===== config.mk =====
export PLATFORM = sky130hd
export DESIGN_NAME = cm_access_ctrl
export DESIGN_NICKNAME = d
export VERILOG_FILES = /design/src/rtl/cmac_pkg.sv /design/src/rtl/cmac_store.sv /design/src/rtl/cmac_seq.sv /design/src/rtl/cmac_regs.sv /design/src/rtl/cm_access_ctrl.sv
export SDC_FILE = /design/constraint.sdc
export NUM_CORES = 2
export LEC_CHECK = 0
export BUFFER_PORTS_ARGS = -buffer_cell sky130_fd_sc_hd__buf_4
export CORE_ASPECT_RATIO = 0.7
export CORE_MARGIN = 4
export CORE_UTILIZATION = 30
export CTS_CLUSTER_SIZE = 28
export DETAILED_ROUTE_END_ITERATION = 7
export GPL_ROUTABILITY_DRIVEN = 0
export PLACE_DENSITY_LB_ADDON = 0.15
export SLEW_MARGIN = 10
export SYNTH_ARGS = -nofsm -noshare
export SYNTH_HDL_FRONTEND = slang
export SYNTH_SLANG_ARGS = --single-unit

===== constraint.sdc =====
create_clock -name clk -period 3.4 [get_ports clk]
set_input_delay 0.51 -clock clk [delete_from_list [all_inputs] [get_ports clk]]
set_output_delay 0.51 -clock clk [all_outputs]
set_load 0.01 [all_outputs]

===== src/rtl/cmac_pkg.sv =====
package cmac_pkg;

    localparam int MUX_W    = 3;
    localparam int SLOT_W   = 5;
    localparam int LOC_W    = MUX_W + SLOT_W;
    localparam int NUM_LOC  = 1 << LOC_W;
    localparam int BUS_W    = 16;
    localparam int RA_W     = 2;
    localparam int CTRL_W   = 4;

    typedef struct packed {
        logic [MUX_W-1:0]  mux;
        logic [SLOT_W-1:0] slot;
    } loc_t;

    typedef struct packed {
        logic trans;
        logic full;
        logic lim;
        logic rd;
    } ctrl_t;

    typedef enum logic [2:0] {
        OP_WR_ONE,
        OP_RD_ONE,
        OP_RD_CYC,
        OP_FILL_MUX,
        OP_FILL_ALL
    } op_e;

    localparam logic [RA_W-1:0] A_DEST = 2'd0;
    localparam logic [RA_W-1:0] A_SRC  = 2'd1;
    localparam logic [RA_W-1:0] A_DATA = 2'd2;
    localparam logic [RA_W-1:0] A_CTRL = 2'd3;

    // read wins over everything; full wins over limited
    function automatic op_e decode_op(input ctrl_t c);
        if (c.rd)        return c.lim ? OP_RD_CYC : OP_RD_ONE;
        else if (c.full) return OP_FILL_ALL;
        else if (c.lim)  return OP_FILL_MUX;
        else             return OP_WR_ONE;
    endfunction

    function automatic loc_t mux_last(input loc_t l);
        loc_t r;
        r.mux  = l.mux;
        r.slot = '1;
        return r;
    endfunction

    function automatic loc_t next_loc(input loc_t l);
        return loc_t'(LOC_W'(l) + LOC_W'(1));
    endfunction

endpackage


===== src/rtl/cmac_store.sv =====
module cmac_store
    import cmac_pkg::*;
(
    input  logic clk,
    input  logic rst,
    input  logic we,
    input  loc_t waddr,
    input  loc_t wdata,
    input  loc_t raddr,
    output loc_t rdata
);
    loc_t mem_q [NUM_LOC];

    for (genvar i = 0; i < NUM_LOC; i++) begin : g_ent
        always_ff @(posedge clk) begin
            if (rst)
                mem_q[i] <= '0;
            else if (we && (LOC_W'(waddr) == LOC_W'(i)))
                mem_q[i] <= wdata;
        end
    end

    assign rdata = mem_q[raddr];
endmodule


===== src/rtl/cmac_seq.sv =====
module cmac_seq
    import cmac_pkg::*;
(
    input  logic clk,
    input  logic rst,
    input  logic start,
    input  op_e  op,
    input  logic trans,
    input  loc_t base,
    input  loc_t fill,
    output logic busy,
    output logic done,
    output logic we,
    output loc_t waddr,
    output loc_t wdata
);
    logic act_q, done_q, trans_q;
    loc_t ptr_q, last_q, fill_q;

    always_ff @(posedge clk) begin
        if (rst) begin
            act_q   <= 1'b0;
            done_q  <= 1'b0;
            trans_q <= 1'b0;
            ptr_q   <= '0;
            last_q  <= '0;
            fill_q  <= '0;
        end else begin
            done_q <= 1'b0;
            if (start) begin
                act_q   <= 1'b1;
                trans_q <= trans;
                fill_q  <= fill;
                if (op == OP_FILL_ALL) begin
                    ptr_q  <= '0;
                    last_q <= '1;
                end else begin
                    ptr_q  <= base;
                    last_q <= mux_last(base);
                end
            end else if (act_q) begin
                if (ptr_q == last_q) begin
                    act_q  <= 1'b0;
                    done_q <= 1'b1;
                end else begin
                    ptr_q <= next_loc(ptr_q);
                end
            end
        end
    end

    assign busy  = act_q;
    assign done  = done_q;
    assign we    = act_q;
    assign waddr = ptr_q;
    assign wdata = trans_q ? ptr_q : fill_q;
endmodule


===== src/rtl/cmac_regs.sv =====
module cmac_regs
    import cmac_pkg::*;
(
    input  logic             clk,
    input  logic             rst,
    input  logic             wr_en,
    input  logic             rd_en,
    input  logic [RA_W-1:0]  addr,
    input  logic [BUS_W-1:0] wdata,
    output logic [BUS_W-1:0] rdata,
    input  logic             busy,
    input  loc_t             mem_rdata,
    output loc_t             mem_raddr,
    output logic             start,
    output op_e              op,
    output logic             trans,
    output loc_t             dest,
    output loc_t             data,
    output logic             one_we,
    output loc_t             one_addr,
    output loc_t             one_data
);
    loc_t  dest_q, src_q, data_q, cyc_ptr_q;
    ctrl_t ctrl_q, ctrl_in;
    logic  cyc_act_q;
    logic  wr_ok, ctrl_wr, cyc_step;
    op_e   op_now;

    assign wr_ok    = wr_en && !busy;
    assign ctrl_wr  = wr_ok && (addr == A_CTRL);
    assign ctrl_in  = ctrl_t'(wdata[CTRL_W-1:0]);
    assign op_now   = decode_op(ctrl_in);
    assign cyc_step = rd_en && (addr == A_DATA) && cyc_act_q && !ctrl_wr;

    assign start    = ctrl_wr && (op_now == OP_FILL_MUX || op_now == OP_FILL_ALL);
    assign op       = op_now;
    assign trans    = ctrl_in.trans;
    assign dest     = dest_q;
    assign data     = data_q;
    assign one_we   = ctrl_wr && (op_now == OP_WR_ONE);
    assign one_addr = dest_q;
    assign one_data = ctrl_in.trans ? dest_q : src_q;
    assign mem_raddr = ctrl_wr ? dest_q : cyc_ptr_q;

    always_ff @(posedge clk) begin
        if (rst) begin
            dest_q    <= '0;
            src_q     <= '0;
            data_q    <= '0;
            ctrl_q    <= '0;
            cyc_ptr_q <= '0;
            cyc_act_q <= 1'b0;
        end else begin
            if (wr_ok && addr == A_DEST) dest_q <= loc_t'(wdata[LOC_W-1:0]);
            if (wr_ok && addr == A_SRC)  src_q  <= loc_t'(wdata[LOC_W-1:0]);
            if (wr_ok && addr == A_DATA) data_q <= loc_t'(wdata[LOC_W-1:0]);
            if (ctrl_wr) begin
                ctrl_q    <= ctrl_in;
                cyc_ptr_q <= next_loc(dest_q);
                cyc_act_q <= (op_now == OP_RD_CYC) && (dest_q.slot != '1);
                if (op_now == OP_RD_ONE || op_now == OP_RD_CYC)
                    data_q <= mem_rdata;
            end else if (cyc_step) begin
                data_q    <= mem_rdata;
                cyc_act_q <= (cyc_ptr_q.slot != '1);
                cyc_ptr_q <= next_loc(cyc_ptr_q);
            end
        end
    end

    always_comb begin
        rdata = '0;
        unique case (addr)
            A_DEST: rdata[LOC_W-1:0] = dest_q;
            A_SRC:  rdata[LOC_W-1:0] = src_q;
            A_DATA: rdata[LOC_W-1:0] = data_q;
            A_CTRL: rdata[CTRL_W+1:0] = {cyc_act_q, busy, ctrl_q};
            default: rdata = '0;
        endcase
    end
endmodule


===== src/rtl/cm_access_ctrl.sv =====
module cm_access_ctrl
    import cmac_pkg::*;
(
    input  logic             clk,
    input  logic             rst,
    input  logic             wr_en,
    input  logic             rd_en,
    input  logic [RA_W-1:0]  addr,
    input  logic [BUS_W-1:0] wdata,
    output logic [BUS_W-1:0] rdata,
    output logic             busy,
    output logic             done
);
    loc_t mem_rdata, mem_raddr, dest_q, data_q;
    loc_t one_addr, one_data, seq_waddr, seq_wdata, mem_waddr, mem_wdata;
    logic seq_start, seq_trans, one_we, seq_we, mem_we;
    op_e  seq_op;

    cmac_regs u_regs (
        .clk(clk), .rst(rst), .wr_en(wr_en), .rd_en(rd_en), .addr(addr),
        .wdata(wdata), .rdata(rdata), .busy(busy), .mem_rdata(mem_rdata),
        .mem_raddr(mem_raddr), .start(seq_start), .op(seq_op), .trans(seq_trans),
        .dest(dest_q), .data(data_q), .one_we(one_we), .one_addr(one_addr),
        .one_data(one_data)
    );

    cmac_seq u_seq (
        .clk(clk), .rst(rst), .start(seq_start), .op(seq_op), .trans(seq_trans),
        .base(dest_q), .fill(data_q), .busy(busy), .done(done),
        .we(seq_we), .waddr(seq_waddr), .wdata(seq_wdata)
    );

    // single writes only start while idle, so the two sources never collide
    assign mem_we    = seq_we | one_we;
    assign mem_waddr = seq_we ? seq_waddr : one_addr;
    assign mem_wdata = seq_we ? seq_wdata : one_data;

    cmac_store u_store (
        .clk(clk), .rst(rst), .we(mem_we), .waddr(mem_waddr), .wdata(mem_wdata),
        .raddr(mem_raddr), .rdata(mem_rdata)
    );
endmodule


==> summary.txt <==
Global routing
  – Grt met1 use: a little under two fifths
  – Gr ovfl total: 0
  – GRT Util Overall: 24.3%
  – Antenna violations before repair: 32
  – Vias in the first global route: 70792
  – First-pass GRT wire length: roughly 570 mm
  – Largest net degree at the start of global routing: 64
  – GR Util met2: 32.9%
  – Met3 Track Usage GR: under 10%
  – GR peak layer: met1

STA
  – Final Hold Vio Count: 0
  – FMAX: about 270 MHz
  – Slew HR: between 30% and 40%
  – Final Slew Violations: 0
  – Final number of setup-violating endpoints: 8
  – Setup ws final: -0.272 ns
  – Hold slack: approximately 0.33 ns
  – Fin crit share: 108%
  – Final Critical Period: between 3 and 4 ns
  – Final TNS setup: -1.61 ns
  – Clk_skew: around 0.068 ns
  – RSZ-0062 raised after global routing: true
  – Slew @ Worst Pin: between 0.9 and 1 ns

Route
  – Number of remaining DRC errors: 0
  – DR iter-0 viols: about 12000
  – Via Count: between 70000 and 80000
  – Final wirelength: between 400 and 500 mm
  – DR pass1 iterations: 6
  – DR vias/cell: approximately 5.5
  – DR WL/cell: a little under 30 µm
  – Final ANT Viol Nets: 0

CTS
  – Root buffer cell: clkbuf_16
  – Max clock buf depth: 4
  – Reg clk slew, reported paths: roughly 0.070 ns
  – Total CTS buffers: 222
  – TritonCTS clock tree: built
  – CTS H-tree lvls: 4
  – Clock sinks: roughly 2100
  – Worst-Skew Late Latency: approximately 0.92 ns

Power and ir drop
  – Leakage: between 40 and 50 nW
  – Pwr Density: 488 nW/µm²
  – Peak supply drop: 0.000428 V

Status
  – Run status: complete, but fails checks
  – Failing checks: setup timing

Yosys
  – Cell count after synthesis: 8754
  – Total number of yosys warnings: 0
  – Mapped cell area: 95100 µm²
  – Synth Flop Type: edfxtp_1
  – Post-synthesis sequential area ratio: 65.9%
  – #FFs+latches synth: 2108
  – Multiplexer share of the synthesized area: 3.50%
  – Synth Area in Compound Gates: ~7.3%
  – Post-synthesis adder-cell area fraction: less than 1%
  – Syn_area_per_cell: around 11 µm²
  – Largest family of logic cells by synthesized area: simple AND/OR/NAND/NOR gates
  – Xor/xnor share of the synthesized area: 0.129%
  – FFs w/ async S/R, synth: 0%
  – Post-synth EDFFs: roughly 2000
  – Simple-Gate Fraction of Synth Area: roughly a fifth
  – Distinct cells, synth: 70

Floorplan
  – I/O Pins: 40
  – Die Y: approximately 480 µm
  – DIE WIDTH: approximately 680 µm
  – FP Rows: roughly 170
  – Core area: approximately 310000 µm²
  – Initial Utilization: between 30 and 40%
  – Die Footprint: approximately 330000 µm²

Setup path
  – Most frequent CP cell: buf_4
  – Crit path largest cell delay: 0.44 ns
  – Crit end category: flop
  – Critical path class: reg -> reg
  – Worst endpoint required time: between 4 and 5 ns
  – CP max-delay cell: nand4_1
  – CP startpoint kind: flop
  – CP max FO: 10
  – Crit path DAT: 4.46 ns
  – CP cell instances: and4b_4 -> mux2i_4 -> buf_12 -> buf_16 -> buf_16 -> buf_4 -> bufbuf_16 -> buf_4 -> nand2_1 -> nand3_1 -> a31oi_1 -> nand4_1 -> nor4_4 -> buf_4 -> a2111oi_4

Placement
  – I/O Buffers: 23
  – DPL Wire Length: around 280 mm

Finish
  – Fill cell count: 30980
  – P&R area growth vs syn: 23.3%
  – Total Nets Final: between 9000 and 10000
  – Footprint of the multi-input gates: 30600 µm²
  – Ratio of cells with drive above 1 in the final layout: between 10% and 20%
  – Commonest non-fill, non-tap cell in the layout: nor2_1
  – Register area: ~63000 µm²
  – Commonest cells after routing, fill and taps aside: 2138 x nor2_1, 2048 x edfxtp_1, 1805 x nand2_1

Flow run
  – Max Cap Violations: 0

Worst hold path
  – Worst min path class: in -> reg
stage by stage:
stage	total power [W]	util [%]	instances	area, µm²	worst slack [ns]
4_1_cts	0.0575	37.0	13761	116000	-0.252
6_report	0.0573	37.3	13804	117000	-0.272
5_1_grt	0.0590	37.3	13795	117000	-0.306
3_5_place_dp	0.0338	34.4	13323	108000	-1.67
3_3_place_gp	0.0338	34.4	13323	108000	-1.71
2_1_floorplan	0.0318	-	8761	95100	0.482
critical path: cells and delay by family, from the launching register on:
family	cells	cell delay (ns)
and+or+nand+nor	5	1.42
AOI/OAI and AO/OA	2	0.39
buffers and inverters	7	1.29
DFF	1	0.32
muxes	1	0.10
metal layers:
metal	vias to the layer above	share of wire (%)
met4	0	2.1
li1	32303	-
met5	-	0
met1	38717	45
met2	4372	40
met3	455	13
logic make-up (layout without fill, tap and decap cells):
logic type / count (synthesis) / in the layout
xor+xnor: 14 / 14
fa+ha+maj: 2 / 2
simple gates: 4691 / 4691
compound gates: 989 / 989
mux: 226 / 227
flops: 2108 / 2108
other cells: 1 / 23
buf+inv: 723 / 1574
cell type report:
cell class | count | share of cell area, %
multi-input combinational | 5931 | 26.1
sequential | 2108 | 53.5
timing repair buffer | 1179 | 10.2
antenna | 15 | 0.0320
tap | 4176 | 4.46
inverter | 11 | 0.0587
clock buffer | 280 | 5.01
clock inverter | 104 | 0.684
path summary, 6_finish.rpt:
kind | start | end | slack, ns | cells after the start
setup reg to reg | u_seq.busy | u_regs.data[7] | -0.27 | 15
setup / recovery | u_seq.busy | u_regs.data[7] | -0.27 | 15
hold / removal | rst | u_store.mem_q[245][2] | 0.33 | 2
hold reg to reg | u_seq.fill_q[5] | u_seq.fill_q[5] | 0.45 | 2
where the power goes:
part | switching [W] | total [W] | internal [W]
logic | 0.00264 | 0.00396 | 0.00132
registers | 0.000329 | 0.0296 | 0.0292
clock network | 0.0107 | 0.0237 | 0.0130
total | 0.0137 | 0.0573 | 0.0436
flip-flops by register name (all words and copies together) (netlist names), 4 cells and up:
signal / cells
u_seq.waddr: 8
u_seq.last_q: 4
u_seq.fill_q: 8
u_regs.dest: 8
u_regs.src_q: 8
u_regs.data: 8
u_regs.cyc_ptr_q: 8
u_regs.ctrl_q: 4
u_store.mem_q: 2048
Yosys cell counts, drive strengths merged, types with 6 or more instances:
| cell | number | area (µm²) |
|---|---|---|
| o21ai | 51 | 255 |
| a21o | 80 | 601 |
| inv | 10 | 37.5 |
| clkbuf | 442 | 1660 |
| nor3 | 53 | 270 |
| nand2 | 1813 | 6810 |
| and3 | 61 | 382 |
| o211ai | 15 | 113 |
| a31o | 7 | 61.3 |
| nor2b | 7 | 43.8 |
| nor4 | 14 | 87.6 |
| a221oi | 18 | 158 |
| nor2 | 2160 | 8130 |
| a31oi | 136 | 851 |
| a22oi | 78 | 586 |
| o221ai | 8 | 70.1 |
| a21oi | 206 | 1030 |
| a32oi | 92 | 806 |
| o2111ai | 14 | 123 |
| o21bai | 176 | 1320 |
| a311oi | 63 | 552 |
| mux2i | 132 | 1350 |
| mux4 | 81 | 1820 |
| xor2 | 6 | 52.6 |
| xnor2 | 8 | 70.1 |
| edfxtp | 2048 | 61500 |
| nor3b | 6 | 45.0 |
| a2111oi | 15 | 139 |
| nand4 | 69 | 432 |
| nand3 | 484 | 2420 |
| mux2 | 13 | 150 |
| dfxtp | 60 | 1200 |
| buf | 270 | 1530 |
what timing repair did:
item                                    4_1_cts  5_1_grt
hold buffers                                  9        0
pin swaps                                    31       28
endpoints found under the hold margin        23        0
gates resized for setup                     168      103
cloned                                        6        3
endpoints found under the setup margin       10       50
setup buffers                                40       27
Power figures use the tool's default switching activity.
